--- src/rtl/prot_pkg.sv ---
package prot_pkg;

    localparam logic [31:0] KEY_LVL1 = 32'h1234_5678;
    localparam logic [31:0] KEY_LVL2 = 32'h8765_4321;
    localparam logic [31:0] KEY_LVL3 = 32'h4321_8765;

    typedef enum logic [1:0] {
        LV_NONE  = 2'd0,
        LV_ONE   = 2'd1,
        LV_TWO   = 2'd2,
        LV_THREE = 2'd3
    } prot_lvl_e;

    typedef enum logic [2:0] {
        OP_UNLOCK = 3'd0,
        OP_WR_RAM = 3'd1,
        OP_RD_MEM = 3'd2,
        OP_PREP   = 3'd3,
        OP_COPY   = 3'd4,
        OP_GO     = 3'd5,
        OP_ERASE  = 3'd6,
        OP_CMP    = 3'd7
    } op_e;

    typedef enum logic [1:0] {
        RSN_DISABLED = 2'd0,
        RSN_ADDR     = 2'd1,
        RSN_SECTOR   = 2'd2,
        RSN_LEVEL    = 2'd3
    } rsn_e;

    // Captured protection state, frozen once held is set.
    typedef struct packed {
        prot_lvl_e lvl;
        logic      code_ok;
        logic      held;
    } prot_state_t;

    typedef struct packed {
        logic allow;
        rsn_e rsn;
    } verdict_t;

    function automatic prot_lvl_e decode_word(input logic [31:0] w);
        prot_lvl_e l;
        unique case (w)
            KEY_LVL1: l = LV_ONE;
            KEY_LVL2: l = LV_TWO;
            KEY_LVL3: l = LV_THREE;
            default:  l = LV_NONE;
        endcase
        return l;
    endfunction

    function automatic logic op_has_range(input op_e op);
        return (op == OP_PREP) || (op == OP_COPY) || (op == OP_ERASE);
    endfunction

    // Commands switched off outright at a given level.
    function automatic logic op_blocked(input prot_lvl_e l, input op_e op);
        logic b;
        b = 1'b0;
        case (l)
            LV_ONE:   b = (op == OP_RD_MEM) || (op == OP_CMP);
            LV_TWO:   b = (op == OP_WR_RAM) || (op == OP_RD_MEM) || (op == OP_COPY)
                       || (op == OP_GO)     || (op == OP_CMP);
            LV_THREE: b = 1'b1;
            default:  b = 1'b0;
        endcase
        return b;
    endfunction

endpackage

--- src/rtl/prot_word_sampler.sv ---
module prot_word_sampler
    import prot_pkg::*;
#(
    parameter int          FL_AW    = 12,
    parameter int unsigned PROT_OFS = 32'h2FC
) (
    input  logic              clk,
    input  logic              por,
    output logic              fl_rd_req,
    output logic [FL_AW-1:0]  fl_rd_addr,
    input  logic [31:0]       fl_rd_data,
    input  logic              fl_rd_ack,
    input  logic              user_code_ok,
    output prot_state_t       st
);

    typedef enum logic {SM_FETCH, SM_HELD} smp_e;
    smp_e sm;

    assign fl_rd_req  = (sm == SM_FETCH) && !por;
    assign fl_rd_addr = FL_AW'(PROT_OFS);

    // Only power-on reset touches this state.
    always_ff @(posedge clk) begin
        if (por) begin
            sm <= SM_FETCH;
            st <= '{lvl: LV_NONE, code_ok: 1'b0, held: 1'b0};
        end else if (sm == SM_FETCH && fl_rd_ack) begin
            sm         <= SM_HELD;
            st.lvl     <= decode_word(fl_rd_data);
            st.code_ok <= user_code_ok;
            st.held    <= 1'b1;
        end
    end

    // once held, level and flag never move until the next power-on.
    assert_level_frozen_R3: assert property (@(posedge clk) disable iff (por)
        (st.held && $past(st.held)) |-> ($stable(st.lvl) && $stable(st.code_ok)));

    // the state becomes valid only on an acknowledged read.
    assert_latch_on_ack_R1: assert property (@(posedge clk) disable iff (por)
        $rose(st.held) |-> $past(fl_rd_ack && fl_rd_req));

endmodule

--- src/rtl/prot_policy_map.sv ---
module prot_policy_map
    import prot_pkg::*;
(
    input  prot_state_t st,
    output logic        dbg_enable,
    output logic        isp_enter,
    output logic        part_update_ok
);

    logic boot_lvl;
    logic partial_lvl;

    always_comb begin
        boot_lvl    = 1'b0;
        partial_lvl = 1'b0;
        case (st.lvl)
            LV_NONE: begin boot_lvl = 1'b1; partial_lvl = 1'b1; end
            LV_ONE:  begin boot_lvl = 1'b1; partial_lvl = 1'b1; end
            LV_TWO:  begin boot_lvl = 1'b1; partial_lvl = 1'b0; end
            default: begin boot_lvl = 1'b0; partial_lvl = 1'b0; end
        endcase
        dbg_enable     = st.held && (st.lvl == LV_NONE);
        isp_enter      = st.held && !st.code_ok && boot_lvl;
        part_update_ok = isp_enter && partial_lvl;
    end

endmodule

--- src/rtl/prot_cmd_rules.sv ---
module prot_cmd_rules
    import prot_pkg::*;
#(
    parameter int          SECTORS   = 8,
    parameter int          ADDR_W    = 32,
    parameter int unsigned RAM_FLOOR = 32'h1000_0300,
    localparam int         SEC_W     = $clog2(SECTORS) + 1
) (
    input  logic              clk,
    input  logic              rst_any,
    input  prot_state_t       st,
    input  logic              cmd_fire,
    input  op_e               cmd_op,
    input  logic [ADDR_W-1:0] cmd_addr,
    input  logic [SEC_W-1:0]  cmd_lo,
    input  logic [SEC_W-1:0]  cmd_hi,
    output logic              resp_valid,
    output logic              resp_allow,
    output logic [1:0]        resp_reason
);

    localparam logic [SEC_W-1:0]  LAST_SEC = SEC_W'(SECTORS - 1);
    localparam logic [ADDR_W-1:0] FLOOR    = ADDR_W'(RAM_FLOOR);

    logic     range_bad;
    logic     full_span;
    logic     hits_sec0;
    verdict_t v;
    verdict_t v_q;

    assign range_bad = (cmd_lo > cmd_hi) || (cmd_hi > LAST_SEC);
    assign hits_sec0 = (cmd_lo == '0);
    assign full_span = hits_sec0 && (cmd_hi == LAST_SEC);

    // Fixed priority: level, disabled, bad range, level-specific rules.
    always_comb begin
        v = '{allow: 1'b1, rsn: RSN_DISABLED};
        if (!st.held || st.lvl == LV_THREE) begin
            v = '{allow: 1'b0, rsn: RSN_LEVEL};
        end else if (op_blocked(st.lvl, cmd_op)) begin
            v = '{allow: 1'b0, rsn: RSN_DISABLED};
        end else if (op_has_range(cmd_op) && range_bad) begin
            v = '{allow: 1'b0, rsn: RSN_SECTOR};
        end else begin
            case (st.lvl)
                LV_ONE: begin
                    if (cmd_op == OP_WR_RAM && cmd_addr < FLOOR)
                        v = '{allow: 1'b0, rsn: RSN_ADDR};
                    else if (cmd_op == OP_COPY && hits_sec0)
                        v = '{allow: 1'b0, rsn: RSN_SECTOR};
                    else if (cmd_op == OP_ERASE && hits_sec0 && !full_span)
                        v = '{allow: 1'b0, rsn: RSN_SECTOR};
                end
                LV_TWO: begin
                    if (cmd_op == OP_ERASE && !full_span)
                        v = '{allow: 1'b0, rsn: RSN_SECTOR};
                end
                default: ;
            endcase
        end
    end

    always_ff @(posedge clk) begin
        if (rst_any) begin
            resp_valid <= 1'b0;
            v_q        <= '{allow: 1'b0, rsn: RSN_LEVEL};
        end else begin
            resp_valid <= cmd_fire;
            if (cmd_fire) v_q <= v;
        end
    end

    assign resp_allow  = v_q.allow;
    assign resp_reason = v_q.rsn;

    // a granted erase at level 2 covered every sector.
    assert_l2_erase_span_R10: assert property (@(posedge clk) disable iff (rst_any)
        (resp_valid && resp_allow && st.lvl == LV_TWO && $past(cmd_op) == OP_ERASE)
        |-> ($past(cmd_lo) == '0 && $past(cmd_hi) == LAST_SEC));

    // a granted RAM write at level 1 started at or above the floor.
    assert_l1_ram_floor_R8: assert property (@(posedge clk) disable iff (rst_any)
        (resp_valid && resp_allow && st.lvl == LV_ONE && $past(cmd_op) == OP_WR_RAM)
        |-> ($past(cmd_addr) >= FLOOR));

endmodule

--- src/rtl/prot_cmd_filter.sv ---
module prot_cmd_filter
    import prot_pkg::*;
#(
    parameter int          SECTORS   = 8,
    parameter int          FL_AW     = 12,
    parameter int unsigned PROT_OFS  = 32'h2FC,
    parameter int unsigned RAM_FLOOR = 32'h1000_0300,
    localparam int         SEC_W     = $clog2(SECTORS) + 1
) (
    input  logic             clk,
    input  logic             por,
    input  logic             rst,
    output logic             fl_rd_req,
    output logic [FL_AW-1:0] fl_rd_addr,
    input  logic [31:0]      fl_rd_data,
    input  logic             fl_rd_ack,
    input  logic             user_code_ok,
    output logic             dbg_enable,
    output logic             isp_enter,
    output logic             part_update_ok,
    input  logic             cmd_valid,
    output logic             cmd_ready,
    input  logic [2:0]       cmd_op,
    input  logic [31:0]      cmd_addr,
    input  logic [SEC_W-1:0] cmd_lo,
    input  logic [SEC_W-1:0] cmd_hi,
    output logic             resp_valid,
    output logic             resp_allow,
    output logic [1:0]       resp_reason
);

    prot_state_t st;
    logic        rst_any;
    logic        cmd_fire;

    assign rst_any   = por | rst;
    assign cmd_ready = !rst_any;
    assign cmd_fire  = cmd_valid && cmd_ready;

    prot_word_sampler #(
        .FL_AW    (FL_AW),
        .PROT_OFS (PROT_OFS)
    ) u_sampler (
        .clk          (clk),
        .por          (por),
        .fl_rd_req    (fl_rd_req),
        .fl_rd_addr   (fl_rd_addr),
        .fl_rd_data   (fl_rd_data),
        .fl_rd_ack    (fl_rd_ack),
        .user_code_ok (user_code_ok),
        .st           (st)
    );

    prot_policy_map u_policy (
        .st             (st),
        .dbg_enable     (dbg_enable),
        .isp_enter      (isp_enter),
        .part_update_ok (part_update_ok)
    );

    prot_cmd_rules #(
        .SECTORS   (SECTORS),
        .ADDR_W    (32),
        .RAM_FLOOR (RAM_FLOOR)
    ) u_rules (
        .clk         (clk),
        .rst_any     (rst_any),
        .st          (st),
        .cmd_fire    (cmd_fire),
        .cmd_op      (op_e'(cmd_op)),
        .cmd_addr    (cmd_addr),
        .cmd_lo      (cmd_lo),
        .cmd_hi      (cmd_hi),
        .resp_valid  (resp_valid),
        .resp_allow  (resp_allow),
        .resp_reason (resp_reason)
    );

    // every verdict answers a command taken one cycle earlier.
    assert_resp_follows_cmd_R6: assert property (@(posedge clk) disable iff (rst_any)
        resp_valid |-> $past(cmd_valid && cmd_ready));

    // no grant at level 3 or before the word was captured.
    assert_no_grant_locked_R7: assert property (@(posedge clk) disable iff (rst_any)
        (resp_valid && resp_allow) |-> ($past(st.held) && st.lvl != LV_THREE));

    // the debug port never opens while a protected level is held.
    assert_dbg_closed_R4: assert property (@(posedge clk) disable iff (por)
        (st.held && st.lvl != LV_NONE) |-> !dbg_enable);

endmodule

--- config.mk ---
export PLATFORM = sky130hd
export DESIGN_NAME = prot_cmd_filter
export DESIGN_NICKNAME = d
export VERILOG_FILES = /design/src/rtl/prot_pkg.sv /design/src/rtl/prot_word_sampler.sv /design/src/rtl/prot_policy_map.sv /design/src/rtl/prot_cmd_rules.sv /design/src/rtl/prot_cmd_filter.sv
export SDC_FILE = /design/constraint.sdc
export NUM_CORES = 1
export LEC_CHECK = 0
export ABC_AREA = 1
export BUFFER_PORTS_ARGS = -buffer_cell sky130_fd_sc_hd__buf_2
export CELL_PAD_IN_SITES_DETAIL_PLACEMENT = 1
export CELL_PAD_IN_SITES_GLOBAL_PLACEMENT = 1
export CORE_MARGIN = 2
export CORE_UTILIZATION = 22
export CTS_CLUSTER_DIAMETER = 150
export DETAILED_ROUTE_END_ITERATION = 16
export PLACE_DENSITY = 0.84
export SLEW_MARGIN = 20
export SYNTH_ARGS = -nofsm -noshare
export SYNTH_HDL_FRONTEND = slang
export SYNTH_SLANG_ARGS = --single-unit
--- constraint.sdc ---
create_clock -name clk -period 1.5 [get_ports clk]
set_input_delay 0 -clock clk [delete_from_list [all_inputs] [get_ports clk]]
set_output_delay 0 -clock clk [all_outputs]
set_load 0.01 [all_outputs]
==> results of run 1 <==
==> worst max-delay path, cell delays in order (launching register included) <==
cell     delay [ns]
dfxtp_2        0.34
ha_1           0.24
nor2_4         0.14
inv_1          0.10
nor2_2         0.11
o21a_1         0.13
buf_2          0.12
==> flip-flops by register name (all words and copies together) (netlist names) <==
register	cells
u_sampler.st	4
u_rules.resp_reason	2
u_rules.resp_allow	1
u_rules.resp_valid	1
==> per-stage QoR <==
step	std cells	total power, mW
after floorplan	212	0.410
after global placement	348	0.529
after detailed placement	348	0.539
after CTS	352	0.805
after global routing	352	0.877
final	352	0.815
==> area by class of cell <==
cell class                 instances  area [um^2]
timing repair buffer              82          415
multi-input combinational        158          820
sequential                         8          163
fill                             696         3160
clock buffer                       3         41.3
tap                               67         83.8
inverter                          34          130
==> cell families after synthesis <==
family / count (synthesis) / share of synthesized area [%]
AND/OR/NAND/NOR: 125 / 50.3
adder cells (fa/ha/maj): 8 / 8.96
buffers and inverters: 46 / 19.5
flip-flops: 8 / 14.3
AO/OA/AOI/OAI: 13 / 6.27
other: 2 / 0.672
==> power groups by stage <==
stage / logic, mW / registers, mW / clock network [mW]
2_1_floorplan: 0.175 / 0.235 / 0
3_3_place_gp: 0.295 / 0.234 / 0
3_5_place_dp: 0.304 / 0.235 / 0
4_1_cts: 0.308 / 0.232 / 0.266
5_1_grt: 0.369 / 0.236 / 0.271
6_report: 0.323 / 0.234 / 0.258
==> what timing repair did <==
item / 4_1_cts / 5_1_grt
endpoints found under the setup margin: 0 / 4
setup buffers: 0 / 0
resized for setup: 0 / 11
endpoints found under the hold margin: 1 / 0
hold buffers: 1 / 0
==> cell usage after synthesis (2+ instances only) <==
cell type and count:
nand2_1 49, inv_1 34, nor2_1 33, nand3_1 17, buf_4 12, a21oi_1 9
dfxtp_1 8, ha_1 8, nand4_1 5, nor4_1 4, nor2_2 3, nor3_1 3
conb_1 2, nand2_2 2, nor3b_1 2
==> metal layers <==
layer	vias to the layer above	routed length (um)	global-route usage [%]
met5	-	0	0
met4	0	54	4.29
met3	6	254	2.95
met2	52	2050	26.3
met1	688	1310	13.3
li1	776	-	-
==> worst paths after layout <==
kind | to | slack (ns) | depth (start not counted)
min | u_sampler.st[1] | 0.02 | 2
max | part_update_ok | 0.1 | 6
min reg2reg | u_rules.resp_allow | 0.47 | 2
max reg2reg | u_rules.resp_reason[1] | 0.12 | 9
==> impl_metrics.json, run 1 <==
{
  "status": "finished, final reports clean",
  "synth_area_per_cell_um2": 5.53,
  "combPwrFrac_pct": 39.6,
  "area_growth_syn_to_layout_pct": 47.9,
  "grt_use_total_pct": 13.2,
  "synthArstFlopShare_pct": 0,
  "crit_path_end_kind": "output port",
  "cp.arrival_ns": 1.40,
  "power_density_nw_per_um2": 493,
  "finalCritPeriodShare_pct": 93.5,
  "path_class": "reg2out",
  "p_seq_share_pct": 28.7,
  "fmax_mhz": 713,
  "portBuffers": 81,
  "cts_tree": "done",
  "vias_per_cell": 4.32,
  "placed_area_um2": 1550,
  "crit_start": "u_sampler.st[2]",
  "wire_per_inst_um": 10.4,
  "yosysUniqueCellTypes": 26,
  "min_from": "por",
  "layout_commonest_cell": "buf_2",
  "setup_viol": 0,
  "drt-pass1-iter-count": 4,
  "rows": 25,
  "hold_viol_final": 0,
  "cts_buffers": 3,
  "ant_nets": 0,
  "yosysTopAreaCell": "nand2_1",
  "die_h_um": 75.3,
  "synth_seq_cells": 8,
  "finalInstanceArea_um2": 1650,
  "netlist.area_leader.share_pct": 16.5,
  "min_period_ns": 1.40,
  "h-tree-depth": 1,
  "route.final.wire_length_um": 3670,
  "finish.utilization_pct": 34.3,
  "vias": 1522,
  "slew_violations": 0,
  "ys_seq_area_share_pct": 14.3,
  "clock_path_buffers": 2,
  "final_cell_mix": "buf_2 (81), nand2_1 (49), inv_1 (33)",
  "power.switching_mw": 0.268,
  "layout.nets": 376,
  "antennaDiodeCount": 0,
  "p_leak_nw": 0.917,
  "drc": 0,
  "grt_antenna_before_repair": 0,
  "synth-edff-count": 0,
  "vdd_drop_max_v": 0.000219,
  "clock_latency_ns": 0.23,
  "drive_above_1_share_pct": 34.4,
  "grt_pass1_vias": 1541,
  "fin_ws_ns": 0.0981,
  "netlist_top_cells_area": "nand2_1 (16%), dfxtp_1 (14%), inv_1 (11%)",
  "p_sw_share_pct": 32.8,
  "setup_tns_ns": 0,
  "crit_fanout": 3,
  "gp_congestion": 0.763,
  "core_area_um2": 4820,
  "maxCapViolCount": 0,
  "syn_area_um2": 1120,
  "grt_setup_unrepaired": "true",
  "drtIter0Drc": 40,
  "skew_ns": 0.00252,
  "hold_slack_ns": 0.0197,
  "die-area_um2": 5660,
  "cts.sinks": 8,
  "grt-ovfl-total": 0,
  "grt_pass1_wl_um": 5930,
  "synthFlopType": "dfxtp_1",
  "chipWidth_um": 75.3,
  "pin_count": 102,
  "hpwl_um": 3110,
  "start_util_pct": 23.2,
  "start_kind": "flip-flop",
  "clk_pin_slew_ns": 0.04,
  "pre_cts_slack_ns": 0.134,
  "critPathRequiredTime_ns": 1.50,
  "cts-root-buf": "clkbuf_8",
  "clock_power_share_pct": 31.7,
  "synth_cells": 202,
  "hold_class": "in2reg",
  "grt_max_degree": 7,
  "r2r-start": "u_sampler.st[3]",
  "intPower_mw": 0.547,
  "synth-warning-count": 0
}
Note: power is estimated with default switching activity, not from simulation.
==> inputs of run 2 (changes only) <==
- GPL_TIMING_DRIVEN: default -> 0
==> run 2 against run 1 <==
  * Die area unchanged
  * Fmax rose by 4.2%
  * First-iteration DRC count is 15% lower
  * Clock skew grew 0.0013 ns
  * Critical endpoint unchanged
  * Clock power grew 4%
  * Highest routed layer unchanged
  * Largest cell class unchanged
  * Largest power group unchanged
==> impl_metrics.json, run 2 (same netlist as run 1, synthesis figures left out) <==
{
  "grt-ovfl-total": 0,
  "min_period_ns": 1.35,
  "cp_cell_sequence": "ha_1 -> nor2_2 -> inv_1 -> nor2_2 -> o21a_1 -> buf_2",
  "grt_use_total_pct": 12.9,
  "hold_slack_ns": 0.000956,
  "pin_count": 102,
  "setup_tns_ns": 0,
  "rrSetupSlack_ns": 0.17,
  "skew_ns": 0.00379,
  "critPathRequiredTime_ns": 1.50,
  "r2r-end": "u_rules.resp_allow",
  "crit_path_end_kind": "output port",
  "status": "finished, final reports clean",
  "slowest_delay_ns": 0.33,
  "drt-pass1-iter-count": 4,
  "chipWidth_um": 75.3,
  "cp.arrival_ns": 1.35,
  "clock_path_buffers": 2,
  "min_from": "cmd_valid",
  "maxCapViolCount": 0,
  "route.final.wire_length_um": 3570,
  "dpl.cell_count": 360,
  "ant_nets": 0,
  "drc": 0,
  "worst_path_most_repeated_cell": "nor2_2",
  "clock_latency_ns": 0.23,
  "area_growth_syn_to_layout_pct": 54.3,
  "vias_per_cell": 4.20,
  "critPathBufInv": 2,
  "vias": 1523,
  "r2r_cells": 8,
  "drtIter0Drc": 34,
  "grt_setup_unrepaired": "false",
  "cts_tree": "done",
  "placed_area_um2": 1640,
  "finalInstanceArea_um2": 1720,
  "finalCritPeriodShare_pct": 89.7,
  "final_cell_count_no_fill": 363,
  "gp_congestion": 0.784,
  "p_leak_nw": 0.967,
  "clk_pin_slew_ns": 0.05,
  "hold_class": "in2reg",
  "power_density_nw_per_um2": 487,
  "grt_pass1_vias": 1485,
  "fmax_mhz": 743,
  "crit_start": "u_sampler.st[2]",
  "slew_violations": 0,
  "hold_depth": 3,
  "path_class": "reg2out",
  "r2r-start": "u_sampler.st[2]",
  "setup_viol": 0,
  "path_delay_family": "flip-flops",
  "cts-root-buf": "clkbuf_8",
  "portBuffers": 81,
  "vdd_drop_max_v": 0.000192,
  "grt_max_degree": 7,
  "core_area_um2": 4820,
  "layout_commonest_cell": "buf_2",
  "top_register": "u_sampler.st",
  "start_kind": "flip-flop",
  "grt_antenna_before_repair": 0,
  "slowest_stage": "dfxtp_2",
  "hold_viol_final": 0,
  "n_fill_cell": 692,
  "drive_above_1_share_pct": 37.2,
  "crit_fanout": 3,
  "antennaDiodeCount": 0,
  "hpwl_um": 3280,
  "die-area_um2": 5660,
  "grt_pass1_wl_um": 5800,
  "cts_buffers": 3,
  "final_cell_mix": "buf_2 (81), nand2_1 (49), inv_1 (33)",
  "rows": 25,
  "cts.sinks": 8,
  "start_util_pct": 23.2,
  "layout.nets": 387,
  "min_to": "u_rules.resp_reason[1]",
  "largest_reg_flops": 4,
  "h-tree-depth": 1,
  "die_h_um": 75.3,
  "wire_per_inst_um": 9.83,
  "finalPower_mw": 0.840
}
run 2: cell count changes in the layout (fill, tap and decap cells not counted), sizes merged:
cell and delta:
dlygate4sd3 -1, buf +12
run 2: cell type report:
class                           count  area (um^2)  share of cell area (%)
Timing Repair Buffer               81          405                    23.5
Inverter                           34          128                    7.40
Multi-Input combinational cell    158          813                    47.2
Sequential cell                     8          163                    9.43
Buffer                             12         90.1                    5.22
Tap cell                           67         83.8                    4.86
Clock buffer                        3         41.3                    2.39
run 2: timing repair:
item,CTS,global route
buffers inserted,0,0
setup endpoints to repair,0,4
gates resized for setup,0,9
hold buffers,0,0
run 2: worst max-delay path by stage:
stage,endpoint,slack [ns],cells past startpoint
6_report,part_update_ok,0.15,6
4_1_cts,u_rules.resp_reason[1],0.09,11
3_5_place_dp,u_rules.resp_reason[1],0.09,11
2_1_floorplan,u_rules.resp_allow,0.27,9
5_1_grt,u_rules.resp_reason[1],0.02,11
3_3_place_gp,u_rules.resp_reason[1],0.13,11
run 2: stage by stage:
stage / setup slack (ns) / utilization (%)
global placement: 0.131 / 34.1
CTS: 0.0867 / 35.0
detailed placement: 0.0924 / 34.1
finish: 0.154 / 35.8
global route: 0.0159 / 35.8
floorplan: 0.270 / -
run 2: routing by layer:
layer | routed length (um) | vias to the layer above | share of wire, % | GRT usage, %
li1 | - | 796 | - | -
met1 | 1300 | 673 | 36 | 12.2
met2 | 2000 | 48 | 56 | 26.8
met3 | 213 | 6 | 6.0 | 2.68
met4 | 53 | 0 | 1.5 | 4.29
met5 | 0 | - | 0 | 0
run 2: tightest hold or removal path, cell delays in order:
cell	delay [ns]
buf_2	0.10
nand2_1	0.05
nand2_1	0.05
run 2: report_power, final:
part	switching [mW]	internal [mW]	total (mW)
Clock	0.0944	0.175	0.269
Sequential	0.00827	0.225	0.233
Combinational	0.173	0.165	0.338
Total	0.276	0.565	0.840
==> inputs of run 3 (changes only) <==
- CORE_MARGIN: 2 -> 1
- CORE_UTILIZATION: 22 -> 20
- PLACE_DENSITY: 0.84 -> 0.81
- clock period: 1.5 -> 1.2 ns (I/O delays scaled with it)
==> run 3 against run 2 <==
  * The run now ends with setup timing left
  * First-iteration DRC count is 5.9% lower
  * Final area increased by 5.4%
  * Worst setup slack worse by 0.30 ns
  * Non-clock buffer count increased by 6
  * Total power rose by 29%
  * Clock skew is 0.0037 ns lower
  * Flip-flop and latch count is the same
  * Critical path depth up 2
  * Critical endpoint is now u_rules.resp_allow
  * Register-to-register slack lost 0.32 ns
  * Hold slack gained 0.024 ns
  * Sequential share of layout area fell by 0.21 points
==> impl_metrics.json, run 3 (same netlist as run 1, synthesis figures left out) <==
{
  "status": "finished, violations left",
  "failed_checks": "setup timing",
  "vdd_drop_max_v": 0.000236,
  "drive_above_1_share_pct": 41.1,
  "drt-pass1-iter-count": 4,
  "use_met1_pct": 12.4,
  "grt_max_degree": 7,
  "grt_antenna_before_repair": 0,
  "cts_buffers": 3,
  "hold_slack_ns": 0.0250,
  "final_cell_mix": "buf_2 (81), nand2_1 (49), nor2_1 (32)",
  "finish.utilization_pct": 34.7,
  "vias": 1559,
  "r2r-end": "u_rules.resp_allow",
  "finalCritPeriodShare_pct": 112,
  "p_leak_nw": 0.996,
  "fmax_mhz": 741,
  "pin_count": 102,
  "gp_congestion": 0.721,
  "hold_class": "in2reg",
  "pre_cts_slack_ns": -0.155,
  "path_delay_family": "simple AND/OR/NAND/NOR gates",
  "drc": 0,
  "hold_viol_final": 0,
  "r2r-start": "u_sampler.st[2]",
  "crit_path_end_kind": "flip-flop",
  "crit_fanout": 3,
  "grt_pass1_wl_um": 6570,
  "clk_pin_slew_ns": 0.04,
  "r2r_cells": 8,
  "top_register": "u_sampler.st",
  "maxCapViolCount": 0,
  "worst_path_most_repeated_cell": "nand2_1",
  "die_h_um": 76.7,
  "path_class": "reg2reg",
  "grt_use_total_pct": 13.4,
  "cts-root-buf": "clkbuf_8",
  "core_area_um2": 5240,
  "grt_pass1_vias": 1690,
  "min_from": "por",
  "power_density_nw_per_um2": 596,
  "cts_tree": "done",
  "met3_usage_pct": 2.62,
  "critPathBufInv": 1,
  "fin_ws_ns": -0.149,
  "area_growth_syn_to_layout_pct": 62.6,
  "clock_latency_ns": 0.23,
  "skew_ns": 0.000124,
  "portBuffers": 81,
  "rows": 26,
  "grt-ovfl-total": 0,
  "wire_per_inst_um": 10.2,
  "clock_path_buffers": 2,
  "drtIter0Drc": 32,
  "cts.sinks": 8,
  "min_to": "u_sampler.st[0]",
  "hpwl_um": 3330,
  "min_period_ns": 1.35,
  "start_util_pct": 21.3,
  "antennaDiodeCount": 0,
  "vias_per_cell": 4.19,
  "final_cell_count_no_fill": 372,
  "hold_depth": 2,
  "grt_use_met2_pct": 28.0,
  "start_kind": "flip-flop",
  "slowest_stage": "dfxtp_4",
  "crit_start": "u_sampler.st[2]",
  "cp.arrival_ns": 1.52,
  "critPathRequiredTime_ns": 1.37,
  "cp_cell_sequence": "ha_2 -> nor2_4 -> inv_2 -> nor3_1 -> nand2_1 -> nor2_1 -> nand2_1 -> a21oi_2",
  "largest_reg_flops": 4,
  "finalPower_mw": 1.08,
  "setup_viol": 5,
  "grt_setup_unrepaired": "true",
  "rrSetupSlack_ns": -0.15,
  "ant_nets": 0,
  "h-tree-depth": 1,
  "layout.nets": 393,
  "busiest_layer": "met2",
  "route.final.wire_length_um": 3780,
  "chipWidth_um": 76.7,
  "slew_violations": 0,
  "dpl.cell_count": 363,
  "die-area_um2": 5890,
  "slowest_delay_ns": 0.36,
  "layout_commonest_cell": "buf_2"
}
==> run 3: final cells by class <==
type,count,area [um^2]
repair buffers,87,453
well taps,70,87.6
clock buffers,3,41.3
plain buffers,12,90.1
multi-input cells,158,845
fillers,726,3420
inverters,34,133
flip-flops and latches,8,168
==> run 3: what timing repair did <==
action,in CTS,in global routing
hold endpoints to repair,2,0
resized for setup,8,11
pin swaps,3,6
setup buffers,4,1
endpoints found under the setup margin,5,5
hold buffers,1,0
==> run 3: metal layers <==
layer / part of all wire, % / wire (um)
met2: 55 / 2090
met1: 37 / 1380
met5: 0 / 0
met3: 5.9 / 221
met4: 2.2 / 82
==> run 3: worst max-delay path by stage <==
stage                        endpoint  cells after the start
2_1_floorplan  u_rules.resp_reason[1]                     11
3_3_place_gp   u_rules.resp_reason[1]                     11
3_5_place_dp   u_rules.resp_reason[1]                     11
4_1_cts                part_update_ok                      6
5_1_grt            u_rules.resp_allow                      8
6_report           u_rules.resp_allow                      8
==> run 3: stage by stage <==
step / cell area [um^2] / setup TNS, ns
6_report: 1820 / -0.501
2_1_floorplan: 1160 / 0
3_3_place_gp: 1650 / -0.298
3_5_place_dp: 1650 / -0.408
5_1_grt: 1820 / -0.953
4_1_cts: 1770 / -0.359
==> run 3: where the power goes <==
| part | internal (mW) | switching (mW) |
|---|---|---|
| Sequential | 0.279 | 0.0128 |
| Combinational | 0.230 | 0.230 |
| Clock | 0.218 | 0.113 |
| Total | 0.727 | 0.355 |
